[src/rtl/i2cq_pkg.sv]
package i2cq_pkg;
  typedef enum logic [3:0] {
    OPC_SETA = 4'd1,
    OPC_RPT  = 4'd8,
    OPC_WR   = 4'd9,
    OPC_RD   = 4'd10
  } opc_e;

  typedef enum logic [2:0] {
    S_IDLE, S_FETCH, S_WR, S_LOAD, S_RD, S_STOP
  } st_e;
endpackage

[src/rtl/i2cq_fifo.sv]
// Word FIFO; DEPTH must be a power of two.
module i2cq_fifo #(
  parameter int DEPTH = 16,
  parameter int WIDTH = 32,
  parameter int CW    = $clog2(DEPTH + 1)
) (
  input  logic             clk,
  input  logic             rst_n,
  input  logic             flush_i,
  input  logic             clr_ovf_i,
  input  logic             push_i,
  input  logic [WIDTH-1:0] data_i,
  input  logic             pop_i,
  output logic [WIDTH-1:0] data_o,
  output logic [CW-1:0]    count_o,
  output logic             full_o,
  output logic             empty_o,
  output logic             ovf_o
);
  localparam int AW = (DEPTH > 1) ? $clog2(DEPTH) : 1;

  logic [WIDTH-1:0] mem [DEPTH];
  logic [AW-1:0]    wp, rp, wp_n, rp_n;
  logic [CW-1:0]    cnt, cnt_n;
  logic             ovf, ovf_n;
  logic             do_push, do_pop;

  assign full_o  = (cnt == CW'(DEPTH));
  assign empty_o = (cnt == '0);
  assign do_push = push_i && !full_o && !flush_i;
  assign do_pop  = pop_i && !empty_o && !flush_i;
  assign data_o  = mem[rp];
  assign count_o = cnt;
  assign ovf_o   = ovf;

  always_comb begin
    wp_n  = wp;
    rp_n  = rp;
    cnt_n = cnt;
    ovf_n = clr_ovf_i ? 1'b0 : (ovf | (push_i & full_o));
    if (flush_i) begin
      wp_n  = '0;
      rp_n  = '0;
      cnt_n = '0;
    end else begin
      if (do_push) wp_n = wp + AW'(1);
      if (do_pop)  rp_n = rp + AW'(1);
      if (do_push && !do_pop)      cnt_n = cnt + CW'(1);
      else if (do_pop && !do_push) cnt_n = cnt - CW'(1);
    end
  end

  always_ff @(posedge clk or negedge rst_n) begin
    if (!rst_n) begin
      wp  <= '0;
      rp  <= '0;
      cnt <= '0;
      ovf <= 1'b0;
    end else begin
      wp  <= wp_n;
      rp  <= rp_n;
      cnt <= cnt_n;
      ovf <= ovf_n;
    end
  end

  always_ff @(posedge clk) begin
    if (do_push) mem[wp] <= data_i;
  end


  cnt_bound_chk: assert property (@(posedge clk) disable iff (!rst_n)
    cnt <= CW'(DEPTH));

  ovf_sticky_chk: assert property (@(posedge clk) disable iff (!rst_n)
    push_i && full_o && !clr_ovf_i |=> ovf_o);

  flush_empty_chk: assert property (@(posedge clk) disable iff (!rst_n)
    flush_i |=> count_o == '0);
endmodule

[src/rtl/i2cq_rdpack.sv]
// Packs bytes into 32-bit words, least significant byte first.
module i2cq_rdpack (
  input  logic        clk,
  input  logic        rst_n,
  input  logic        byte_vld_i,
  input  logic [7:0]  byte_i,
  input  logic        flush_i,
  output logic        word_vld_o,
  output logic [31:0] word_o
);
  logic [23:0] acc, acc_n;
  logic [1:0]  idx, idx_n;

  assign word_vld_o = (byte_vld_i && idx == 2'd3) || (flush_i && idx != 2'd0);
  assign word_o     = byte_vld_i ? {byte_i, acc} : {8'h00, acc};

  always_comb begin
    acc_n = acc;
    idx_n = idx;
    if (byte_vld_i) begin
      idx_n = idx + 2'd1;
      case (idx)
        2'd0:    acc_n[7:0]   = byte_i;
        2'd1:    acc_n[15:8]  = byte_i;
        2'd2:    acc_n[23:16] = byte_i;
        default: acc_n        = '0;
      endcase
    end else if (flush_i) begin
      acc_n = '0;
      idx_n = '0;
    end
  end

  always_ff @(posedge clk or negedge rst_n) begin
    if (!rst_n) begin
      acc <= '0;
      idx <= '0;
    end else begin
      acc <= acc_n;
      idx <= idx_n;
    end
  end
endmodule

[src/rtl/i2cq_exec.sv]
module i2cq_exec #(
  parameter int Q0_DEPTH    = 64,
  parameter int Q1_DEPTH    = 16,
  parameter int RD_DEPTH    = 4,
  parameter int NUM_MASTERS = 2,
  parameter int MASTER      = 0,
  localparam int CW  = $clog2(Q0_DEPTH + 1),
  localparam int RLW = $clog2(RD_DEPTH + 1),
  localparam int SW  = 2 * NUM_MASTERS
) (
  input  logic                clk,
  input  logic                rst_n,
  input  logic                ld_wr_i,
  input  logic                ld_q_i,
  input  logic [31:0]         ld_data_i,
  output logic [1:0][CW-1:0]  q_cnt_o,
  output logic [1:0]          q_ovf_o,
  input  logic                exec_wr_i,
  input  logic                exec_q_i,
  input  logic [CW-1:0]       exec_cnt_i,
  input  logic [SW-1:0]       start_i,
  input  logic                halt_i,
  output logic                busy_o,
  output logic                op_req_o,
  output logic                op_rd_o,
  output logic [6:0]          op_addr_o,
  output logic [7:0]          op_wdata_o,
  input  logic                op_ack_i,
  input  logic                op_nack_i,
  input  logic [7:0]          op_rdata_i,
  input  logic                rd_pop_i,
  output logic [31:0]         rd_data_o,
  output logic [RLW-1:0]      rd_level_o,
  output logic [1:0]          rpt_evt_o,
  output logic                rd_done_o,
  output logic [1:0]          nack_err_o,
  output logic                gen_err_o
);
  import i2cq_pkg::*;
  localparam int SB = 2 * MASTER;

  logic [1:0]        q_push, q_pop, q_flush, q_full, q_empty;
  logic [1:0][31:0]  q_dout;
  logic [1:0]        go;

  st_e               st, st_n;
  logic              aq, aq_n;
  logic [CW-1:0]     remain, remain_n;
  logic [31:0]       cur, cur_n;
  logic [1:0]        bptr, bptr_n;
  logic [3:0]        left, left_n;
  logic [6:0]        addr, addr_n;
  logic [1:0][CW-1:0] xcnt;
  logic [1:0]        rpt_n, nack_n;
  logic              rdd_n, gen_n;
  logic              pad_vld, rd_flush, pk_vld, pk_wvld;
  logic [7:0]        pk_byte;
  logic [31:0]       pk_word, head;
  logic              rd_full, rd_empty, rd_ovf;

  assign go = start_i[SB +: 2];

  for (genvar g = 0; g < 2; g++) begin : g_q
    assign q_push[g] = ld_wr_i && (ld_q_i == 1'(g));
    i2cq_fifo #(.DEPTH((g == 0) ? Q0_DEPTH : Q1_DEPTH), .WIDTH(32), .CW(CW)) i_q (
      .clk(clk), .rst_n(rst_n), .flush_i(q_flush[g]), .clr_ovf_i(halt_i),
      .push_i(q_push[g]), .data_i(ld_data_i), .pop_i(q_pop[g]),
      .data_o(q_dout[g]), .count_o(q_cnt_o[g]), .full_o(q_full[g]),
      .empty_o(q_empty[g]), .ovf_o(q_ovf_o[g]));

    always_ff @(posedge clk or negedge rst_n) begin
      if (!rst_n)                                 xcnt[g] <= '0;
      else if (exec_wr_i && exec_q_i == 1'(g))    xcnt[g] <= exec_cnt_i;
    end
  end

  assign head = q_dout[aq];

  always_comb begin
    st_n = st; aq_n = aq; remain_n = remain; cur_n = cur;
    bptr_n = bptr; left_n = left; addr_n = addr;
    q_pop = '0; q_flush = '0; pad_vld = 1'b0; rd_flush = 1'b0;
    rpt_n = '0; nack_n = '0; rdd_n = 1'b0; gen_n = 1'b0;
    case (st)
      S_IDLE: begin
        if (go[0] && xcnt[0] != '0) begin
          aq_n = 1'b0; remain_n = xcnt[0]; st_n = S_FETCH;
        end else if (go[1] && xcnt[1] != '0) begin
          aq_n = 1'b1; remain_n = xcnt[1]; st_n = S_FETCH;
        end
      end
      S_FETCH: begin
        if (remain == '0 || q_empty[aq]) begin
          q_flush[aq] = 1'b1; st_n = S_IDLE;
        end else begin
          q_pop[aq] = 1'b1; remain_n = remain - CW'(1); cur_n = head;
          case (head[3:0])
            OPC_SETA: addr_n = head[10:4];
            OPC_RPT:  rpt_n[aq] = head[8];
            OPC_WR:   begin left_n = head[7:4]; bptr_n = 2'd1; st_n = S_WR; end
            OPC_RD:   begin left_n = head[7:4]; pad_vld = 1'b1; st_n = S_RD; end
            default:  begin gen_n = 1'b1; q_flush[aq] = 1'b1; st_n = S_IDLE; end
          endcase
        end
      end
      S_WR: begin
        if (left == '0) st_n = S_FETCH;
        else if (op_ack_i) begin
          if (op_nack_i) begin
            nack_n[aq] = 1'b1; st_n = S_STOP;
          end else begin
            left_n = left - 4'd1; bptr_n = bptr + 2'd1;
            if (left == 4'd1)       st_n = S_FETCH;
            else if (bptr == 2'd3)  st_n = S_LOAD;
          end
        end
      end
      S_LOAD: begin
        if (remain == '0 || q_empty[aq]) begin
          gen_n = 1'b1; q_flush[aq] = 1'b1; st_n = S_IDLE;
        end else begin
          q_pop[aq] = 1'b1; remain_n = remain - CW'(1);
          cur_n = head; bptr_n = 2'd0; st_n = S_WR;
        end
      end
      S_RD: begin
        if (left == '0) begin
          rd_flush = 1'b1; rdd_n = 1'b1; st_n = S_FETCH;
        end else if (op_ack_i) begin
          if (op_nack_i) begin
            nack_n[aq] = 1'b1; st_n = S_STOP;
          end else left_n = left - 4'd1;
        end
      end
      default: ;
    endcase
    if (halt_i) begin
      st_n = S_IDLE; q_flush = 2'b11;
    end
  end

  always_ff @(posedge clk or negedge rst_n) begin
    if (!rst_n) begin
      st <= S_IDLE; aq <= 1'b0; remain <= '0; cur <= '0; bptr <= '0;
      left <= '0; addr <= '0; rpt_evt_o <= '0; nack_err_o <= '0;
      rd_done_o <= 1'b0; gen_err_o <= 1'b0;
    end else begin
      st <= st_n; aq <= aq_n; remain <= remain_n; cur <= cur_n; bptr <= bptr_n;
      left <= left_n; addr <= addr_n; rpt_evt_o <= rpt_n; nack_err_o <= nack_n;
      rd_done_o <= rdd_n; gen_err_o <= gen_n;
    end
  end

  assign busy_o     = (st != S_IDLE);
  assign op_req_o   = (st == S_WR || st == S_RD) && left != '0;
  assign op_rd_o    = (st == S_RD);
  assign op_addr_o  = addr;
  assign op_wdata_o = cur[8*bptr +: 8];

  assign pk_vld  = pad_vld || (st == S_RD && left != '0 && op_ack_i && !op_nack_i);
  assign pk_byte = pad_vld ? {addr, 1'b1} : op_rdata_i;

  i2cq_rdpack i_pack (
    .clk(clk), .rst_n(rst_n), .byte_vld_i(pk_vld), .byte_i(pk_byte),
    .flush_i(rd_flush), .word_vld_o(pk_wvld), .word_o(pk_word));

  i2cq_fifo #(.DEPTH(RD_DEPTH), .WIDTH(32), .CW(RLW)) i_rdq (
    .clk(clk), .rst_n(rst_n), .flush_i(1'b0), .clr_ovf_i(1'b0),
    .push_i(pk_wvld), .data_i(pk_word), .pop_i(rd_pop_i),
    .data_o(rd_data_o), .count_o(rd_level_o), .full_o(rd_full),
    .empty_o(rd_empty), .ovf_o(rd_ovf));


  req_hold_chk: assert property (@(posedge clk) disable iff (!rst_n)
    op_req_o && !op_ack_i && !halt_i |=> op_req_o && $stable(op_wdata_o)
      && $stable(op_rd_o) && $stable(op_addr_o));

  nack_stop_chk: assert property (@(posedge clk) disable iff (!rst_n)
    (|nack_err_o) && !halt_i |=> busy_o);

  gen_err_idle_chk: assert property (@(posedge clk) disable iff (!rst_n)
    gen_err_o |-> !busy_o);

  evt_excl_chk: assert property (@(posedge clk) disable iff (!rst_n)
    $onehot0({rpt_evt_o, rd_done_o, nack_err_o, gen_err_o}));

  start_idle_chk: assert property (@(posedge clk) disable iff (!rst_n)
    $rose(busy_o) |-> $past(|go));
endmodule

[config.mk]
export PLATFORM = sky130hd
export DESIGN_NAME = i2cq_exec
export DESIGN_NICKNAME = d
export VERILOG_FILES = /design/src/rtl/i2cq_pkg.sv /design/src/rtl/i2cq_fifo.sv /design/src/rtl/i2cq_rdpack.sv /design/src/rtl/i2cq_exec.sv
export SDC_FILE = /design/constraint.sdc
export NUM_CORES = 2
export LEC_CHECK = 0
export CAP_MARGIN = 20
export CELL_PAD_IN_SITES_DETAIL_PLACEMENT = 0
export CELL_PAD_IN_SITES_GLOBAL_PLACEMENT = 1
export CORE_AREA = 3 3 499 501
export CTS_BUF_LIST = sky130_fd_sc_hd__clkbuf_16
export CTS_CLUSTER_SIZE = 10
export DETAILED_ROUTE_END_ITERATION = 6
export DIE_AREA = 0 0 502 504
export HOLD_SLACK_MARGIN = 0.08
export PLACE_DENSITY = 0.66
export SYNTH_ARGS = -nofsm -noshare
export SYNTH_HDL_FRONTEND = slang
export SYNTH_SLANG_ARGS = --single-unit
[constraint.sdc]
create_clock -name clk -period 11.7 [get_ports clk]
set_input_delay 2.34 -clock clk [delete_from_list [all_inputs] [get_ports clk]]
set_output_delay 2.34 -clock clk [all_outputs]
set_load 0.01 [all_outputs]
==> impl_metrics.csv <==
group,metric,value,unit
grt,number_of_global_route_vias_before_repair,52800,
synthesis,yosysWarnings,0,
cells_and_area,drive_gt1_share,29.3,%
synthesis,synth_edf_count,2688,
clocking,tritoncts,"built",
pwr,static-leakage-power,0.0388,uW
floorplanning,dieHeight,504,um
critical_path,critical_path_arrival,7.29,ns
placed_design,gpl.final_weighted_congestion,0.787,
grt,grt_antenna_before_repair,12,
cells_and_area,num-nets-final,5295,
critical_path,worst-endpoint-required,12.22,ns
synthesis,synth_nets,4909,
clocking,post_cts_resized,0,
synthesis,postSynthRegisterBits,2833,
timing,relSlewSlack,20.5,%
route,detail_route.iter0.violations,5998,
route,drc,0,
route,route.vias.total,51700,
timing,minimum_clock_period,6.77,ns
clocking,cts_max_path_buffers,4,
critical_path,critPathMostFrequentCell,"sky130_fd_sc_hd__buf_4",
timing,rsz0062_at_grt,"no",
floorplanning,die_area,0.253,mm^2
clocking,h-tree-depth,5,
timing,timing.setup.tns,0,ns
critical_path,path_class,"flip-flop to flip-flop",
grt,grt_max_degree,124,
clocking,cts-root-buf,"sky130_fd_sc_hd__clkbuf_16",
synthesis,ys_seq_area_share,76.7,%
clocking,tritoncts_num_sinks,2833,
clocking,numCtsBuffers,340,
timing,pins_over_their_slew_limit,0,
clocking,clkTransAtPathRegs,0.05,ns
run_status,status,"complete, no violations",
cells_and_area,layout.cells.most_common_list,"sky130_fd_sc_hd__edfxtp_1, sky130_fd_sc_hd__mux4_2, sky130_fd_sc_hd__clkbuf_16",
clocking,worstSkewPairLatency,0.96,ns
route,first_pass_iters,5,
synthesis,post_synth_instance_area,0.110,mm^2
synthesis,synth_cells,4811,
floorplanning,core_footprint,0.245,mm^2
grt,wire_length_of_the_first_global_routing_pass,396000,um
critical_path,worstRegToRegCells,11,
cells_and_area,filler_cell_count,18900,
critical_path,crit_path_top_delay_cell,"sky130_fd_sc_hd__and2_1",
route,vias_per_cell,6.05,
synthesis,number_of_different_library_cells_in_the_post_synthesis_netlist,75,
timing,share_of_the_clock_period_used_by_the_worst_path,57.9,%
route,route.final.wire_length,277000,um
route,avgRoutedWirePerCell,32.4,um
critical_path,worstSetupPathDepth,11,
cells_and_area,syn2layout_area_growth,13.9,%
timing,final-hold-violation-count,0,
min_path,holdCritPathClass,"flip-flop to flip-flop",
timing,layout_skew,0.0812,ns
timing,whs,0.479,ns
clocking,cts.hold.buffers_added,0,
cells_and_area,mostFrequentLayoutCell,"sky130_fd_sc_hd__edfxtp_1",
critical_path,startpoint_type,"flip-flop",
pwr,power_density,194,mW/mm^2
critical_path,path_delay_family,"simple AND/OR/NAND/NOR gates",
placed_design,buffer_ports.inserted,133,
clocking,post_cts.repair.setup_buffers,0,
synthesis,synth_ff_type,"sky130_fd_sc_hd__edfxtp_1",
critical_path,crit_fanout,43,
synthesis,synthArstFlopShare,5.12,%
timing,worst_pin_slew,1.16,ns
min_path,hold_path_depth,2,
floorplanning,boundaryPins,136,
synthesis,mean_post_synth_cell_area,22.9,um^2
critical_path,endpoint_kind,"flip-flop",
placed_design,detailed_place_hpwl,147000,um
floorplanning,rows,182,
floorplanning,die_x,502,um
grt,groute.usage.overall,22.0,%
timing,fmaxAchievable,148,MHz
run,drv.max_cap_violation_count,0,
grt,grt_remaining_overflow,0,
pwr,worst_ir_drop_vdd,133,uV
floorplanning,floorplan.initialDensity,44.9,%
critical_path,worstPathBufferInverterCount,2,
route,ant_nets,0,
timing,setup_viol_count_final,0,
critical_path,timing.critical_path.cells,"buf_4, and2_1, a22oi_1, and3_1, a2111oi_2, o221a_2, mux2i_1, o21a_4, nand4b_1, nor2_4, buf_4",
critical_path,crit_path_max_incr_delay,0.94,ns
## cell families after synthesis
logic type,after synthesis,synth area share [%]
flip-flops,2833,76.7
multiplexers,977,18.2
AND/OR/NAND/NOR,404,1.80
buffers and inverters,300,1.21
AO/OA/AOI/OAI,222,1.39
XOR/XNOR,38,0.302
adder cells (fa/ha/maj),37,0.441
## cell usage after synthesis, types with 24 or more instances
master,instances,share of area (%)
sky130_fd_sc_hd__ha_1,34,0.39
sky130_fd_sc_hd__buf_1,34,0.12
sky130_fd_sc_hd__clkbuf_1,145,0.49
sky130_fd_sc_hd__dfrtp_1,145,3.3
sky130_fd_sc_hd__mux2i_1,116,1.1
sky130_fd_sc_hd__buf_2,74,0.34
sky130_fd_sc_hd__a22oi_1,30,0.20
sky130_fd_sc_hd__mux4_2,811,17
sky130_fd_sc_hd__edfxtp_1,2688,73
sky130_fd_sc_hd__nand2_1,116,0.40
sky130_fd_sc_hd__nor2_1,105,0.36
sky130_fd_sc_hd__inv_1,24,0.082
sky130_fd_sc_hd__a21oi_1,48,0.22
sky130_fd_sc_hd__mux2_2,42,0.43
sky130_fd_sc_hd__o21ai_0,53,0.24
sky130_fd_sc_hd__nor4_1,46,0.26
## metrics by stage
| step | cell area (um^2) | worst slack [ns] | total power [uW] | util (%) | std cells |
|---|---|---|---|---|---|
| 4_1_cts | 125000 | 4.75 | 24600 | 51.1 | 8538 |
| 6_report | 125000 | 4.93 | 24300 | 51.1 | 8552 |
| 3_5_place_dp | 116000 | 4.79 | 15600 | 47.3 | 8074 |
| 3_3_place_gp | 116000 | 4.80 | 15500 | 47.3 | 8072 |
| 2_1_floorplan | 110000 | 4.77 | 14100 | - | 4811 |
| 5_1_grt | 125000 | 4.56 | 25200 | 51.1 | 8540 |
## report_power, final
| part | internal, uW | switching [uW] |
|---|---|---|
| Clock | 5290 | 3730 |
| Combinational | 1720 | 2000 |
| Sequential | 11300 | 252 |
| Total | 18300 | 5990 |
## layout make-up
cell class	count	area, um^2	share of cell area, %
Multi-Input combinational cell	1678	24900	19.9
Timing Repair Buffer	319	2660	2.12
Inverter	25	93.8	0.0749
Antenna cell	13	32.5	0.0260
Clock buffer	348	8710	6.95
Sequential cell	2833	84400	67.3
Clock inverter	116	544	0.434
Tap cell	3220	4030	3.21
## tightest hold or removal path: stages (launching register included)
cell and delay [ns]:
sky130_fd_sc_hd__dfrtp_1 0.34, sky130_fd_sc_hd__nand2_1 0.05, sky130_fd_sc_hd__o21ai_0 0.06
## sequential cells by signal, summed over array words and instances (netlist names)
signal           flops
g_q.i_q.wp          10
i_pack.idx           2
left                 4
op_addr_o            7
gen_err_o            1
g_q.i_q.ovf_o        2
g_q.i_q.mem       2560
rd_done_o            1
g_q.i_q.count_o     14
aq                   1
i_pack.acc          24
xcnt                14
i_rdq.count_o        3
bptr                 2
nack_err_o           2
i_rdq.rp             2
remain               7
g_q.i_q.rp          10
st                   3
cur                 32
i_rdq.wp             2
i_rdq.mem          128
rpt_evt_o            2
## final timing paths
| check | from | to | slack (ns) |
|---|---|---|---|
| worst max-delay path | g_q[0].i_q.rp[0]$_DFFE_PN0P_ | g_q[0].i_q.mem[57][10]$_DFFE_PP_ | 4.93 |
| worst min-delay path | cur[29]$_DFFE_PN0P_ | cur[29]$_DFFE_PN0P_ | 0.48 |
| worst max register to register | g_q[0].i_q.rp[0]$_DFFE_PN0P_ | g_q[0].i_q.mem[57][10]$_DFFE_PP_ | 4.93 |
| worst min register to register | cur[29]$_DFFE_PN0P_ | cur[29]$_DFFE_PN0P_ | 0.48 |
| max in group asynchronous | rst_n | g_q[1].i_q.rp[2]$_DFFE_PN0P_ | 8.74 |
| min in group asynchronous | rst_n | g_q[0].i_q.rp[4]$_DFFE_PN0P_ | 1.49 |
## metal layers
layer | track usage, % | vias to the layer above | routed length (um)
li1 | - | 21100 | -
met1 | 31.2 | 28300 | 113000
met2 | 35.5 | 1974 | 136000
met3 | 4.10 | 381 | 21000
met4 | 5.88 | 2 | 6770
met5 | 0 | - | 13
(Power assumes the default switching activity.)
